==> src/rtl/sio_pkg.sv <==
package sio_pkg;
    typedef enum logic [1:0] {
        LVL_HIGH,
        LVL_FALLING,
        LVL_LOW,
        LVL_RISING
    } lvl_state_t;

    typedef enum logic {
        MODE_SHIFT,
        MODE_COUNT
    } sio_mode_t;

    localparam int EN_W        = 4;
    localparam int EN_MODE_BIT = 0;
    localparam int EN_PORT_BIT = 2;
    localparam int EN_SO_BIT   = 3;
endpackage

==> src/rtl/sio_edge_filter.sv <==
module sio_edge_filter
    import sio_pkg::*;
#(
    parameter int STABLE_CYC = 2
) (
    input  logic clk,
    input  logic rst_n,
    input  logic cyc_stb,
    input  logic ser_in,
    output logic fall_evt
);
    localparam int CW = $clog2(STABLE_CYC + 1);

    lvl_state_t state_q, state_d;
    logic [CW-1:0] cnt_q, cnt_d;
    logic cnt_last;

    assign cnt_last = (cnt_q == CW'(STABLE_CYC - 1));

    always_ff @(posedge clk) begin
        if (!rst_n) begin
            state_q <= LVL_HIGH;
            cnt_q   <= '0;
        end else begin
            state_q <= state_d;
            cnt_q   <= cnt_d;
        end
    end

    always_comb begin
        state_d  = state_q;
        cnt_d    = cnt_q;
        fall_evt = 1'b0;
        if (cyc_stb) begin
            unique case (state_q)
                LVL_HIGH: begin
                    if (!ser_in) begin
                        state_d = LVL_FALLING;
                        cnt_d   = CW'(1);
                    end
                end
                LVL_FALLING: begin
                    if (ser_in) begin
                        state_d = LVL_HIGH;
                        cnt_d   = '0;
                    end else if (cnt_last) begin
                        state_d  = LVL_LOW;
                        cnt_d    = '0;
                        fall_evt = 1'b1;
                    end else begin
                        cnt_d = cnt_q + 1'b1;
                    end
                end
                LVL_LOW: begin
                    if (ser_in) begin
                        state_d = LVL_RISING;
                        cnt_d   = CW'(1);
                    end
                end
                LVL_RISING: begin
                    if (!ser_in) begin
                        state_d = LVL_LOW;
                        cnt_d   = '0;
                    end else if (cnt_last) begin
                        state_d = LVL_HIGH;
                        cnt_d   = '0;
                    end else begin
                        cnt_d = cnt_q + 1'b1;
                    end
                end
                default: begin
                    state_d = LVL_HIGH;
                    cnt_d   = '0;
                end
            endcase
        end
    end


    evt_spacing_chk: assert property (@(posedge clk) disable iff (!rst_n)
        fall_evt |=> !fall_evt);


    evt_low_sample_chk: assert property (@(posedge clk) disable iff (!rst_n)
        fall_evt |-> (cyc_stb && !ser_in));
endmodule

==> src/rtl/sio_shift_core.sv <==
module sio_shift_core
    import sio_pkg::*;
#(
    parameter int W = 4
) (
    input  logic         clk,
    input  logic         rst_n,
    input  sio_mode_t    mode,
    input  logic         cyc_stb,
    input  logic         ser_in,
    input  logic         fall_evt,
    input  logic         xchg_req,
    input  logic [W-1:0] xchg_data,
    input  logic         carry_in,
    output logic [W-1:0] val_q,
    output logic         latch_q
);
    always_ff @(posedge clk) begin
        if (!rst_n) begin
            val_q   <= '0;
            latch_q <= 1'b1;
        end else if (xchg_req) begin
            val_q   <= xchg_data;
            latch_q <= carry_in;
        end else begin
            unique case (mode)
                MODE_SHIFT: if (cyc_stb)  val_q <= {val_q[W-2:0], ser_in};
                MODE_COUNT: if (fall_evt) val_q <= val_q - 1'b1;
                default:    val_q <= val_q;
            endcase
        end
    end


    shift_step_chk: assert property (@(posedge clk) disable iff (!rst_n)
        (mode == MODE_SHIFT && cyc_stb && !xchg_req)
        |=> val_q == {$past(val_q[W-2:0]), $past(ser_in)});


    count_wrap_chk: assert property (@(posedge clk) disable iff (!rst_n)
        (mode == MODE_COUNT && fall_evt && !xchg_req && val_q == '0)
        |=> val_q == '1);


    xchg_load_chk: assert property (@(posedge clk) disable iff (!rst_n)
        xchg_req |=> (val_q == $past(xchg_data) && latch_q == $past(carry_in)));
endmodule

==> src/rtl/sio_pin_mux.sv <==
module sio_pin_mux
    import sio_pkg::*;
(
    input  sio_mode_t mode,
    input  logic      en_so,
    input  logic      en_port,
    input  logic      latch_q,
    input  logic      cyc_stb,
    input  logic      msb,
    output logic      ser_out,
    output logic      clk_pin,
    output logic      port_oe
);
    always_comb begin
        port_oe = en_port;
        unique case (mode)
            MODE_SHIFT: begin
                ser_out = en_so & msb;
                clk_pin = latch_q & cyc_stb;
            end
            MODE_COUNT: begin
                ser_out = en_so;
                clk_pin = latch_q;
            end
            default: begin
                ser_out = 1'b0;
                clk_pin = 1'b0;
            end
        endcase
    end
endmodule

==> src/rtl/shift_count_port.sv <==
module shift_count_port
    import sio_pkg::*;
#(
    parameter int W          = 4,
    parameter int STABLE_CYC = 2
) (
    input  logic          clk,
    input  logic          rst_n,
    input  logic          cyc_stb,
    input  logic          ser_in,
    input  logic          en_load,
    input  logic [EN_W-1:0] en_data,
    input  logic          xchg_req,
    input  logic [W-1:0]  xchg_data,
    input  logic          carry_in,
    output logic          ser_out,
    output logic          clk_pin,
    output logic [W-1:0]  par_val,
    output logic          port_oe
);
    logic [EN_W-1:0] en_q;
    sio_mode_t       mode;
    logic            fall_evt;
    logic            latch_q;

    always_ff @(posedge clk) begin
        if (!rst_n)       en_q <= '0;
        else if (en_load) en_q <= en_data;
    end

    assign mode = en_q[EN_MODE_BIT] ? MODE_COUNT : MODE_SHIFT;

    sio_edge_filter #(.STABLE_CYC(STABLE_CYC)) u_filt (
        .clk      (clk),
        .rst_n    (rst_n),
        .cyc_stb  (cyc_stb),
        .ser_in   (ser_in),
        .fall_evt (fall_evt)
    );

    sio_shift_core #(.W(W)) u_core (
        .clk       (clk),
        .rst_n     (rst_n),
        .mode      (mode),
        .cyc_stb   (cyc_stb),
        .ser_in    (ser_in),
        .fall_evt  (fall_evt),
        .xchg_req  (xchg_req),
        .xchg_data (xchg_data),
        .carry_in  (carry_in),
        .val_q     (par_val),
        .latch_q   (latch_q)
    );

    sio_pin_mux u_pins (
        .mode    (mode),
        .en_so   (en_q[EN_SO_BIT]),
        .en_port (en_q[EN_PORT_BIT]),
        .latch_q (latch_q),
        .cyc_stb (cyc_stb),
        .msb     (par_val[W-1]),
        .ser_out (ser_out),
        .clk_pin (clk_pin),
        .port_oe (port_oe)
    );


    en_load_chk: assert property (@(posedge clk) disable iff (!rst_n)
        en_load |=> (port_oe == $past(en_data[EN_PORT_BIT])));


    count_so_chk: assert property (@(posedge clk) disable iff (!rst_n)
        (en_load && en_data[EN_MODE_BIT]) |=> ser_out == $past(en_data[EN_SO_BIT]));


    shift_so_off_chk: assert property (@(posedge clk) disable iff (!rst_n)
        (en_load && !en_data[EN_MODE_BIT] && !en_data[EN_SO_BIT]) |=> !ser_out);


    count_dec_chk: assert property (@(posedge clk) disable iff (!rst_n)
        (mode == MODE_COUNT && fall_evt && !xchg_req && !en_load && par_val != '0)
        |=> par_val == W'($past(par_val) - 1'b1));
endmodule

==> config.mk <==
export PLATFORM = sky130hd
export DESIGN_NAME = shift_count_port
export DESIGN_NICKNAME = d
export VERILOG_FILES = /design/src/rtl/sio_pkg.sv /design/src/rtl/sio_edge_filter.sv /design/src/rtl/sio_shift_core.sv /design/src/rtl/sio_pin_mux.sv /design/src/rtl/shift_count_port.sv
export SDC_FILE = /design/constraint.sdc
export NUM_CORES = 1
export LEC_CHECK = 0
export ABC_AREA = 1
export BUFFER_PORTS_ARGS = -buffer_cell sky130_fd_sc_hd__buf_2
export CAP_MARGIN = 10
export CORE_UTILIZATION = 30
export CTS_CLUSTER_SIZE = 12
export DETAILED_ROUTE_END_ITERATION = 12
export PLACE_DENSITY_LB_ADDON = 0.15
export SYNTH_ARGS = -nofsm -noshare
export SYNTH_HDL_FRONTEND = slang
export SYNTH_SLANG_ARGS = --single-unit
==> constraint.sdc <==
create_clock -name clk -period 3.5 [get_ports clk]
set_clock_uncertainty 0.2 [all_clocks]
set_input_delay 0.35 -clock clk [delete_from_list [all_inputs] [get_ports clk]]
set_output_delay 0.35 -clock clk [all_outputs]
set_load 0.02 [all_outputs]
==> qor.csv, run 1 <==
stage,metric,value,unit
cells_and_area,most frequent cells in the layout,"nand2_1, buf_2, nor2_1, dfxtp_1, inv_1",
power_and_ir_drop,Leakage Power,0.4202,nW
cells_and_area,FILL cells,237,
critical_path,r2r startpoint,u_core.val_q[0]$_SDFFE_PN0P_,
cts,clock slew at reported path FFs,0.08,ns
floorplanning,core area,2062,um2
routing,Post-Route WL,1.451,mm
cts,Root Buffer,clkbuf_4,
synthesis,Ys Warns,0,
cells_and_area,area occupied by multi-input gates,364.1,um2
cts,CTS Buf Count,3,
critical_path,R2R depth,9,
routing,detailed-route DRC error count,0,
cts,maximum level of the CTS H-tree,1,
floorplanning,die area,2477,um2
cts,CTS tree,built,
critical_path,CP max FO,8,
cells_and_area,"commonest non-fill, non-tap cell in the layout",nand2_1,
critical_path,"Req. time, crit path",2.95,ns
cells_and_area,Area Growth Syn to Fin,21.57,%
synthesis,leading area contributor after synthesis,dfxtp_1,
global_routing,initial antenna violation count,0,
cts,clock latency on the worst-skew pair,0.28,ns
floorplanning,die width,49.77,um
timing,Slew HR,0.8142,
cts,Clock Path Buffers,2,
placed_design,Post-DP HPWL,1.108,mm
cts,hold buffers post-CTS,0,
synthesis,cell count after synthesis,104,
power_and_ir_drop,maximum vdd drop,0.0001896,V
cells_and_area,Sequential Area,240.2,um2
power_and_ir_drop,PwrDens,419.8,nW/um2
global_routing,Congestion Overflow GR,0,
synthesis,"FFs w/ async S/R, synth",0,
routing,Routed wire per std cell,9.546,um
synthesis,"flops & latches, synth",12,
hold_path,Worst Hold Depth,3,
routing,vias per inst,4.480,
timing,Max Slew Vio Count,0,
timing,Tcrit/Tclk final,0.4689,
floorplanning,top-level port count,22,
cells_and_area,layout net count,142,
critical_path,worst setup path class,flip-flop to output pin,
timing,worst slew pin tran,0.2783,ns
placed_design,gpl congestion,0.8069,
synthesis,"Top FF cell, synth",dfxtp_1,
global_routing,GRT met3 Usage,0.05864,
global_routing,largest net degree at the start of global routing,13,
critical_path,R2R Setup Slk,2.05,ns
critical_path,Worst Setup SP,en_q[0]$_SDFFE_PN0P_,
critical_path,CP arrival,1.09,ns
critical_path,Worst Setup EP,ser_out,
synthesis,"Avg Cell Area, Syn",6.581,um2
synthesis,Syn Std Cell Area,684.4,um2
routing,via count,681,
routing,antenna-violating nets left,0,
critical_path,Critical Path Start Type,flip-flop,
hold_path,worst hold path class,primary input to flip-flop,
synthesis,Area contributors post-synth,"dfxtp_1, nand2_1, nor2_1",
synthesis,syn nets,120,
global_routing,met1 usage in global routing,0.1869,
floorplanning,Initial Util,0.3319,
global_routing,vias in the first global route,649,
timing,# setup viols final,0,
timing,fin crit period,1.641,ns
global_routing,grt met2 use,0.2230,
placed_design,Buffers on Ports,20,
global_routing,first-pass GRT wire length,2.732,mm
synthesis,"Distinct cells, synth",18,
global_routing,GRT Util Overall,0.1479,
timing,hold slack,0.07287,ns
global_routing,GRT busiest layer,met2,
cells_and_area,ratio of cells with drive above 1 in the final layout,0.2640,
cts,CTS sink cnt,12,
synthesis,Post-synth EDFFs,0,
cells_and_area,final antenna diode count,0,
timing,Fmax achieved,0.6093,GHz
cts,"Setup Fix Bufs, Post-CTS",0,
routing,DRT Pass-1 Iters,4,
timing,setup TNS,0,ns
synthesis,post-synth top area share,0.3510,
timing,final hold vios,0,
floorplanning,row count,16,
floorplanning,Die Span Y,49.77,um
timing,RSZ-0062 raised after global routing,no,
routing,Starting DRT DRC Count,18,
flow_run,maxcap violations,0,
status,run status,finished clean,
cts,post-CTS resize count,0,
synthesis,sequential area share after synthesis,0.3510,
critical_path,CP endpoint kind,output pin,
critical_path,R2R Path End,u_core.val_q[1]$_SDFFE_PN0P_,
## final cells by class
| type | count | share of cell area |
|---|---|---|
| Sequential cell | 12 | 0.2887 |
| Clock buffer | 4 | 0.04361 |
| Inverter | 15 | 0.06917 |
| Multi-Input combinational cell | 74 | 0.4376 |
| Tap cell | 27 | 0.04060 |
| Timing Repair Buffer | 20 | 0.1203 |
## flip-flops by register name, summed over array words and instances (netlist names), named ones only
| name | count |
|---|---|
| u_filt.cnt_q | 2 |
| en_q | 3 |
| u_core.latch_q | 1 |
| u_filt.state_q | 1 |
| u_core.val_q | 4 |
## stage by stage
stage / std cells / instance area (um2) / total power, mW / util / setup WS (ns)
after floorplan: 104 / 684.4 / 0.2166 / - / 1.988
after global placement: 148 / 795.8 / 0.2383 / 0.3859 / 2.067
after detailed placement: 148 / 795.8 / 0.2393 / 0.3859 / 2.061
after CTS: 152 / 832.0 / 0.3568 / 0.4035 / 1.856
after global routing: 152 / 832.0 / 0.3773 / 0.4035 / 1.785
final: 152 / 832.0 / 0.3493 / 0.4035 / 1.859
## how the worst min path moves through the flow
stage                                 start                           end  slack [ns]
6_report                           carry_in   u_core.latch_q$_SDFFE_PN1P_        0.07
5_1_grt                            carry_in   u_core.latch_q$_SDFFE_PN1P_        0.07
4_1_cts                            carry_in   u_core.latch_q$_SDFFE_PN1P_        0.06
3_5_place_dp   u_filt.cnt_q[1]$_SDFFE_PN0P_  u_filt.cnt_q[1]$_SDFFE_PN0P_        0.25
3_3_place_gp   u_filt.cnt_q[1]$_SDFFE_PN0P_  u_filt.cnt_q[1]$_SDFFE_PN0P_        0.24
2_1_floorplan  u_filt.cnt_q[1]$_SDFFE_PN0P_  u_filt.cnt_q[1]$_SDFFE_PN0P_        0.22
## where the power goes
group | total (mW) | switching [mW] | internal (mW)
logic | 0.0785 | 0.0483 | 0.0303
clock network | 0.114 | 0.0504 | 0.0633
registers | 0.157 | 0.00981 | 0.147
total | 0.349 | 0.109 | 0.241
## layer usage
metal,part of all wire,up-vias
li1,-,368
met1,0.49,281
met2,0.42,28
met3,0.082,4
met4,0.015,0
met5,0,-
## Yosys cell counts (2+ instances only)
cell / count
a21oi_1: 9
buf_4: 3
dfxtp_1: 12
inv_1: 11
inv_2: 3
nand2_1: 25
nand3_1: 7
nor2_1: 16
o21a_1: 2
o21ai_0: 8
## critical path: stages (launching register included)
cell and delay [ns]:
dfxtp_1 0.49, o21a_1 0.17, buf_2 0.15
## cells by family (layout without fill, tap and decap cells)
family | after synthesis | after routing | share of synthesized area
simple gates | 52 | 52 | 0.3364
compound gates | 21 | 21 | 0.1773
buf+inv | 18 | 39 | 0.1170
flops | 12 | 12 | 0.3510
fa+ha+maj | 1 | 1 | 0.01828
No activity file was read; power rests on OpenSTA's default activity.
==> inputs of run 2 (changes only) <==
clock period = 1.7 ns   (was 3.5 ns; I/O delays follow)
==> run 2 against run 1 <==
Net effect:
- setup slack worse by 1.7 ns
- critical path depth up 3
- via count up 2.2%
- flip-flop and latch count unchanged
- global-route usage down 0.84 points
- utilization up 3.9 points
- highest routed layer unchanged
- first-iteration DRC count down 44%
- count of clock-buffer cells in the layout unchanged
- clock power up 100%
- register-to-register slack worse by 1.8 ns
- routed wire length up 0.21%
- die area unchanged
==> qor.csv, run 2 (synthesized netlist as in run 1, its figures left out) <==
stage,metric,value,unit,change
critical_path,worst setup path class,primary input to flip-flop,,was flip-flop to output pin
timing,# setup viols final,0,,unchanged
global_routing,first-pass GRT wire length,2.553,mm,was 2.732 mm
cells_and_area,"commonest non-fill, non-tap cell in the layout",nand2_1,,unchanged
placed_design,gpl congestion,0.7692,,was 0.8069
global_routing,initial antenna violation count,0,,unchanged
cts,maximum level of the CTS H-tree,1,,unchanged
global_routing,vias in the first global route,606,,was 649
power_and_ir_drop,Leakage Power,0.4552,nW,was 0.4202 nW
power_and_ir_drop,Switch Pwr,223.4,uW,was 108.5 uW
routing,Max Used Layer,met4,,unchanged
routing,met2 wire len,604,um,was 605 um
cts,Clock Path Buffers,2,,unchanged
cells_and_area,FILL cells,211,,was 237
cts,CTS tree,built,,unchanged
hold_path,worst hold path class,primary input to flip-flop,,unchanged
cts,clock slew at reported path FFs,0.08,ns,about the same
power_and_ir_drop,internal power,508.9,uW,was 240.8 uW
floorplanning,Die Span Y,49.77,um,unchanged
power_and_ir_drop,Clock Power Share,0.316,,was 0.326
floorplanning,die width,49.77,um,unchanged
routing,Starting DRT DRC Count,10,,was 18
routing,detailed-route DRC error count,0,,unchanged
cells_and_area,most frequent cells in the layout,"nand2_1, buf_2, nor2_1, dfxtp_1, inv_1",,unchanged
global_routing,GRT Util Overall,0.1395,,was 0.1479
routing,Routed wire per std cell,9.088,um,was 9.546 um
cts,CTS Buf Count,3,,unchanged
timing,RSZ-0062 raised after global routing,no,,unchanged
routing,vias per inst,4.350,,was 4.480
critical_path,Critical Path Start Type,primary input,,was flip-flop
placed_design,Post-DP HPWL,1.103,mm,was 1.108 mm
timing,worst slew pin tran,0.2685,ns,was 0.2783 ns
timing,Setup WS post-layout,0.1512,ns,was 1.859 ns
timing,setup TNS,0,ns,unchanged
cts,clock latency on the worst-skew pair,0.27,ns,was 0.28 ns
power_and_ir_drop,maximum vdd drop,0.0004020,V,was 0.0001896 V
global_routing,largest net degree at the start of global routing,13,,unchanged
timing,hold slack,0.01933,ns,was 0.07287 ns
routing,DRT Pass-1 Iters,4,,unchanged
cells_and_area,largest registers,"u_core.val_q: 4 flops, en_q: 3 flops, u_filt.cnt_q: 2 flops",,unchanged
power_and_ir_drop,Sw Share,0.3050,,was 0.3107
timing,Slew HR,0.8207,,was 0.8142
cells_and_area,Finished Layout Cells,160,,was 152
floorplanning,row count,16,,unchanged
cells_and_area,max FFs per register,4,,unchanged
cells_and_area,layout net count,150,,was 142
routing,WL met3,91,um,was 119 um
floorplanning,die area,2477,um2,unchanged
global_routing,Congestion Overflow GR,0,,unchanged
critical_path,CP endpoint kind,flip-flop,,was output pin
critical_path,"Req. time, crit path",1.66,ns,was 2.95 ns
status,run status,finished clean,,unchanged
critical_path,CP max FO,1,,was 8
routing,antenna-violating nets left,0,,unchanged
floorplanning,top-level port count,22,,unchanged
floorplanning,core area,2062,um2,unchanged
power_and_ir_drop,PwrDens,802.8,nW/um2,was 419.8 nW/um2
cells_and_area,most flop-heavy register,u_core.val_q,,unchanged
power_and_ir_drop,Combinational Power Share,0.243,,was 0.225
power_and_ir_drop,sequential power share,0.441,,was 0.450
critical_path,CP arrival,1.51,ns,was 1.09 ns
cts,CTS sink cnt,12,,unchanged
routing,M1 wire length,745,um,was 704 um
floorplanning,Initial Util,0.3319,,unchanged
timing,final hold vios,0,,unchanged
timing,Fmax achieved,0.6457,GHz,
timing,Max Slew Vio Count,0,,unchanged
placed_design,Buffers on Ports,20,,unchanged
cells_and_area,Area Growth Syn to Fin,33.27,%,was 21.57%
routing,via count,696,,was 681
cells_and_area,final antenna diode count,0,,unchanged
timing,fin crit period,1.549,ns,
flow_run,maxcap violations,0,,unchanged
cts,Root Buffer,clkbuf_4,,unchanged
cells_and_area,ratio of cells with drive above 1 in the final layout,0.2481,,was 0.2640
routing,Post-Route WL,1.454,mm,was 1.451 mm
placed_design,dpl ws,0.2675,ns,was 2.061 ns
placed_design,Inst Count DP,148,,unchanged
cts,post-CTS resize count,0,,unchanged
timing,Tcrit/Tclk final,0.9111,,
## run 2: changes by cell type in the layout (fill, tap and decap cells not counted)
cell and change:
dlygate4sd3_1 +8
## run 2: routing by layer
metal	GRT usage	vias to the layer above
met3	0.06790	2
met2	0.2050	19
met4	0.04286	0
met5	0	-
met1	0.1772	290
li1	-	385
## run 2: what timing repair did
item	CTS	global route
buffers inserted	0	0
hold buffers	8	0
endpoints found under the hold margin	5	0
## run 2: critical path: stages
cell           delay [ns]
dlygate4sd3_1        0.53
buf_2                0.12
nor2_1               0.09
nor2_1               0.05
dlygate4sd3_1        0.54
## run 2: layout make-up
type,instances,area (um2),area share
Clock buffer,4,36.28,0.03978
Inverter,15,57.56,0.06310
Multi-Input combinational cell,74,364.1,0.3992
Sequential cell,12,240.2,0.2634
Tap cell,27,33.78,0.03704
Timing Repair Buffer,28,180.2,0.1975
## run 2: through the flow
stage,instance area (um2),util,total power [mW]
6_report,912.1,0.4424,0.7323
2_1_floorplan,684.4,-,0.4459
4_1_cts,912.1,0.4424,0.7453
3_5_place_dp,795.8,0.3859,0.4930
3_3_place_gp,795.8,0.3859,0.4909
5_1_grt,912.1,0.4424,0.7885
## run 2: worst paths after layout
path,slack [ns],cells past startpoint,endpoint,startpoint
setup / recovery,0.15,5,en_q[2]$_SDFFE_PN0P_,en_data[2]
hold / removal,0.02,3,en_q[0]$_SDFFE_PN0P_,en_load
setup reg to reg,0.26,9,u_core.val_q[1]$_SDFFE_PN0P_,u_core.val_q[0]$_SDFFE_PN0P_
hold reg to reg,0.25,2,u_filt.cnt_q[1]$_SDFFE_PN0P_,u_filt.cnt_q[1]$_SDFFE_PN0P_
## run 2: power groups by stage
stage | Combinational [mW] | Clock [mW] | Sequential (mW)
finish | 0.178 | 0.231 | 0.323
global route | 0.203 | 0.258 | 0.327
CTS | 0.179 | 0.243 | 0.324
detailed placement | 0.163 | 0 | 0.330
global placement | 0.161 | 0 | 0.330
floorplan | 0.112 | 0 | 0.334
==> inputs of run 3 (changes only) <==
ABC_AREA = unset   (was 1)
==> run 3 against run 2 <==
Net effect:
- setup slack got worse by 0.073 ns
- sequential power fell by 2%
- critical path type unchanged
- final cell count fell by 21%
- area after synthesis fell by 12%
==> qor.csv, run 3 <==
stage,metric,value,unit,change
timing,# setup viols final,0,,unchanged
synthesis,Syn Std Cell Area,604.3,um2,was 684.4 um2
global_routing,first-pass GRT wire length,2.187,mm,was 2.553 mm
synthesis,"Distinct cells, synth",27,,was 18
cells_and_area,area occupied by multi-input gates,332.8,um2,was 364.1 um2
synthesis,XOR/XNOR Fraction of Synth Area,0.02899,,was 0
cts,maximum level of the CTS H-tree,1,,unchanged
status,run status,finished clean,,unchanged
cells_and_area,Sequential Area,240.2,um2,unchanged
floorplanning,die area,2198,um2,was 2477 um2
routing,Post-Route WL,1.388,mm,was 1.454 mm
synthesis,Area contributors post-synth,"dfxtp_1, mux2i_1, a21oi_1",,"was dfxtp_1, nand2_1, nor2_1"
placed_design,Buffers on Ports,20,,unchanged
flow_run,maxcap violations,0,,unchanged
cells_and_area,largest registers,"u_core.val_q: 4 flops, en_q: 3 flops, u_filt.cnt_q: 2 flops",,unchanged
critical_path,CP arrival,1.63,ns,was 1.51 ns
floorplanning,top-level port count,22,,unchanged
cells_and_area,Finished Layout Cells,126,,was 160
cells_and_area,most frequent cells in the layout,"buf_2, dfxtp_1, dlygate4sd3_1, nor2_1, a21oi_1",,"was nand2_1, buf_2, nor2_1, dfxtp_1, inv_1"
cts,CTS sink cnt,12,,unchanged
synthesis,"Avg Cell Area, Syn",8.758,um2,was 6.581 um2
critical_path,Buf/Inv on CP,2,,was 3
cells_and_area,most flop-heavy register,u_core.val_q,,unchanged
global_routing,initial antenna violation count,0,,unchanged
placed_design,dpl ws,0.1489,ns,was 0.2675 ns
cts,Clock Path Buffers,2,,unchanged
timing,setup TNS,0,ns,unchanged
cts,CTS tree,built,,unchanged
timing,worst slew pin tran,0.3261,ns,was 0.2685 ns
synthesis,Post-synth EDFFs,0,,unchanged
cts,"Setup Fix Bufs, Post-CTS",0,,unchanged
critical_path,R2R depth,4,,was 9
synthesis,post-synth top area share,0.3975,,was 0.3510
global_routing,Congestion Overflow GR,0,,unchanged
cts,clock slew at reported path FFs,0.08,ns,about the same
timing,Tcrit/Tclk final,0.9541,,was 0.9111
critical_path,CP max FO,8,,was 1
cells_and_area,Finished Cell Area,857.1,um2,was 912.1 um2
cts,Root Buffer,clkbuf_4,,unchanged
cells_and_area,"commonest non-fill, non-tap cell in the layout",buf_2,,was nand2_1
timing,Max Slew Vio Count,0,,unchanged
routing,Routed wire per std cell,11.02,um,was 9.088 um
cts,CTS Buf Count,3,,unchanged
synthesis,"Top FF cell, synth",dfxtp_1,,unchanged
critical_path,R2R Path End,u_core.val_q[0]$_SDFFE_PN0P_,,was u_core.val_q[1]$_SDFFE_PN0P_
critical_path,CP cell instances,"dlygate4sd3_1, buf_2, nor2_1, a221o_2, or2_0, a21oi_1",,"was dlygate4sd3_1, buf_2, nor2_1, nor2_1, dlygate4sd3_1"
timing,final hold vios,0,,unchanged
timing,Slew HR,0.7810,,was 0.8207
global_routing,vias in the first global route,483,,was 606
critical_path,CP endpoint kind,flip-flop,,unchanged
hold_path,Worst Hold Depth,3,,unchanged
synthesis,sequential area share after synthesis,0.3975,,was 0.3510
synthesis,largest family of logic cells by synthesized area,compound AO/OA/AOI/OAI gates,,was simple AND/OR/NAND/NOR gates
floorplanning,die width,46.88,um,was 49.77 um
critical_path,"delay-heaviest family, CP",buffers and inverters,,unchanged
critical_path,worst setup path class,primary input to flip-flop,,unchanged
power_and_ir_drop,PwrDens,749.8,nW/um2,was 802.8 nW/um2
cts,hold buffers post-CTS,10,,was 8
synthesis,Ys Warns,0,,unchanged
floorplanning,Die Span Y,46.88,um,was 49.77 um
cells_and_area,max FFs per register,4,,unchanged
placed_design,gpl congestion,0.7465,,was 0.7692
global_routing,largest net degree at the start of global routing,11,,was 13
synthesis,complex-gate fraction of the synthesized area,0.2298,,was 0.1773
placed_design,Post-DP Area,734.5,um2,was 795.8 um2
synthesis,Post-synth top cells,"dfxtp_1, nor2_1, a21oi_1",,"was nand2_1, nor2_1, dfxtp_1, inv_1, a21oi_1"
routing,vias per inst,4.690,,was 4.350
cells_and_area,Area Growth Syn to Fin,41.82,%,was 33.27%
cells_and_area,ratio of cells with drive above 1 in the final layout,0.2871,,was 0.2481
timing,RSZ-0062 raised after global routing,no,,unchanged
hold_path,Worst Hold End,en_q[2]$_SDFFE_PN0P_,,was en_q[0]$_SDFFE_PN0P_
routing,detailed-route DRC error count,0,,unchanged
synthesis,"count leader, synth",dfxtp_1,,was nand2_1
critical_path,r2r startpoint,u_filt.cnt_q[0]$_SDFFE_PN0P_,,was u_core.val_q[0]$_SDFFE_PN0P_
critical_path,"Req. time, crit path",1.71,ns,was 1.66 ns
synthesis,mux cell area share after synthesis,0.08489,,was 0
synthesis,syn nets,85,,was 120
synthesis,leading area contributor after synthesis,dfxtp_1,,unchanged
floorplanning,row count,15,,was 16
cells_and_area,final antenna diode count,0,,unchanged
cells_and_area,"Core Util, Final",0.4757,,was 0.4424
synthesis,Synth Area in Simple Gates,0.1863,,was 0.3364
cells_and_area,FILL cells,183,,was 211
power_and_ir_drop,maximum vdd drop,0.0003579,V,was 0.0004020 V
synthesis,"FFs w/ async S/R, synth",0,,unchanged
cells_and_area,layout net count,119,,was 150
timing,Setup WS post-layout,0.07803,ns,was 0.1512 ns
synthesis,cell count after synthesis,69,,was 104
placed_design,Inst Count DP,113,,was 148
floorplanning,Initial Util,0.3354,,was 0.3319
timing,Fmax achieved,0.6165,GHz,was 0.6457 GHz
hold_path,Hold Path Origin,en_load,,unchanged
cts,post-CTS resize count,0,,unchanged
routing,Starting DRT DRC Count,3,,was 10
cts,clock latency on the worst-skew pair,0.27,ns,about the same
timing,fin crit period,1.622,ns,was 1.549 ns
critical_path,CP max stage cell,dlygate4sd3_1,,unchanged
synthesis,"flops & latches, synth",12,,unchanged
routing,antenna-violating nets left,0,,unchanged
power_and_ir_drop,Leakage Power,0.3654,nW,was 0.4552 nW
routing,DRT Pass-1 Iters,4,,unchanged
synthesis,Synth Area in Adders,0.02070,,was 0.01828
critical_path,R2R Setup Slk,0.14,ns,was 0.26 ns
floorplanning,core area,1802,um2,was 2062 um2
critical_path,Critical Path Start Type,primary input,,unchanged
routing,via count,591,,was 696
global_routing,GRT Util Overall,0.1470,,was 0.1395
hold_path,worst hold path class,primary input to flip-flop,,unchanged
critical_path,critical path's largest stage delay,0.52,ns,was 0.54 ns
run 3: worst max path at each step:
| stage | slack (ns) | end | startpoint | depth (start not counted) |
|---|---|---|---|---|
| after floorplan | 0.09 | u_core.val_q[1]$_SDFFE_PN0P_ | u_core.val_q[0]$_SDFFE_PN0P_ | 5 |
| after global placement | 0.16 | u_core.val_q[0]$_SDFFE_PN0P_ | u_filt.cnt_q[1]$_SDFFE_PN0P_ | 4 |
| after detailed placement | 0.15 | u_core.val_q[1]$_SDFFE_PN0P_ | u_core.val_q[0]$_SDFFE_PN0P_ | 5 |
| after CTS | 0.08 | u_core.val_q[0]$_SDFFE_PN0P_ | ser_in | 6 |
| after global routing | 0.02 | u_core.val_q[1]$_SDFFE_PN0P_ | u_core.val_q[0]$_SDFFE_PN0P_ | 5 |
| final | 0.08 | u_core.val_q[0]$_SDFFE_PN0P_ | ser_in | 6 |
run 3: kinds of logic after synthesis:
family | after synthesis
buffers and inverters | 7
AND/OR/NAND/NOR | 21
AO/OA/AOI/OAI | 21
adder cells (fa/ha/maj) | 1
flip-flops | 12
multiplexers | 5
XOR/XNOR | 2
run 3: through the flow:
stage               hold WS, ns  power, mW
detailed placement       0.1857     0.4544
global route            0.02570     0.6805
CTS                    0.006064     0.6499
floorplan               0.03194     0.4082
global placement         0.1797     0.4527
finish                 0.005346     0.6426
run 3: final cells by class:
cell class                      instances  share of cell area
Multi-Input combinational cell         50              0.3883
Sequential cell                        12              0.2803
Timing Repair Buffer                   32              0.2511
Tap cell                               25             0.03650
Clock buffer                            3             0.02628
Inverter                                4             0.01752
run 3: worst reg2reg max path, cell delays in order, from the launching register on:
cell     delay, ns
dfxtp_1       0.35
and4b_4       0.22
a221o_2       0.40
or2_0         0.21
a21oi_1       0.11
run 3: report_power, final:
group | internal, mW | switching (mW) | total, mW
Clock | 0.0820 | 0.0952 | 0.177
Combinational | 0.0770 | 0.0733 | 0.150
Sequential | 0.299 | 0.0165 | 0.315
Total | 0.458 | 0.185 | 0.643
run 3: routing by layer:
| layer | GRT usage | vias to the layer above | wire length, um |
|---|---|---|---|
| met1 | 0.1953 | 256 | 692 |
| met4 | 0.08571 | 0 | 27 |
| met5 | 0 | - | 0 |
| met3 | 0.04615 | 4 | 60 |
| met2 | 0.2083 | 16 | 607 |
| li1 | - | 315 | - |
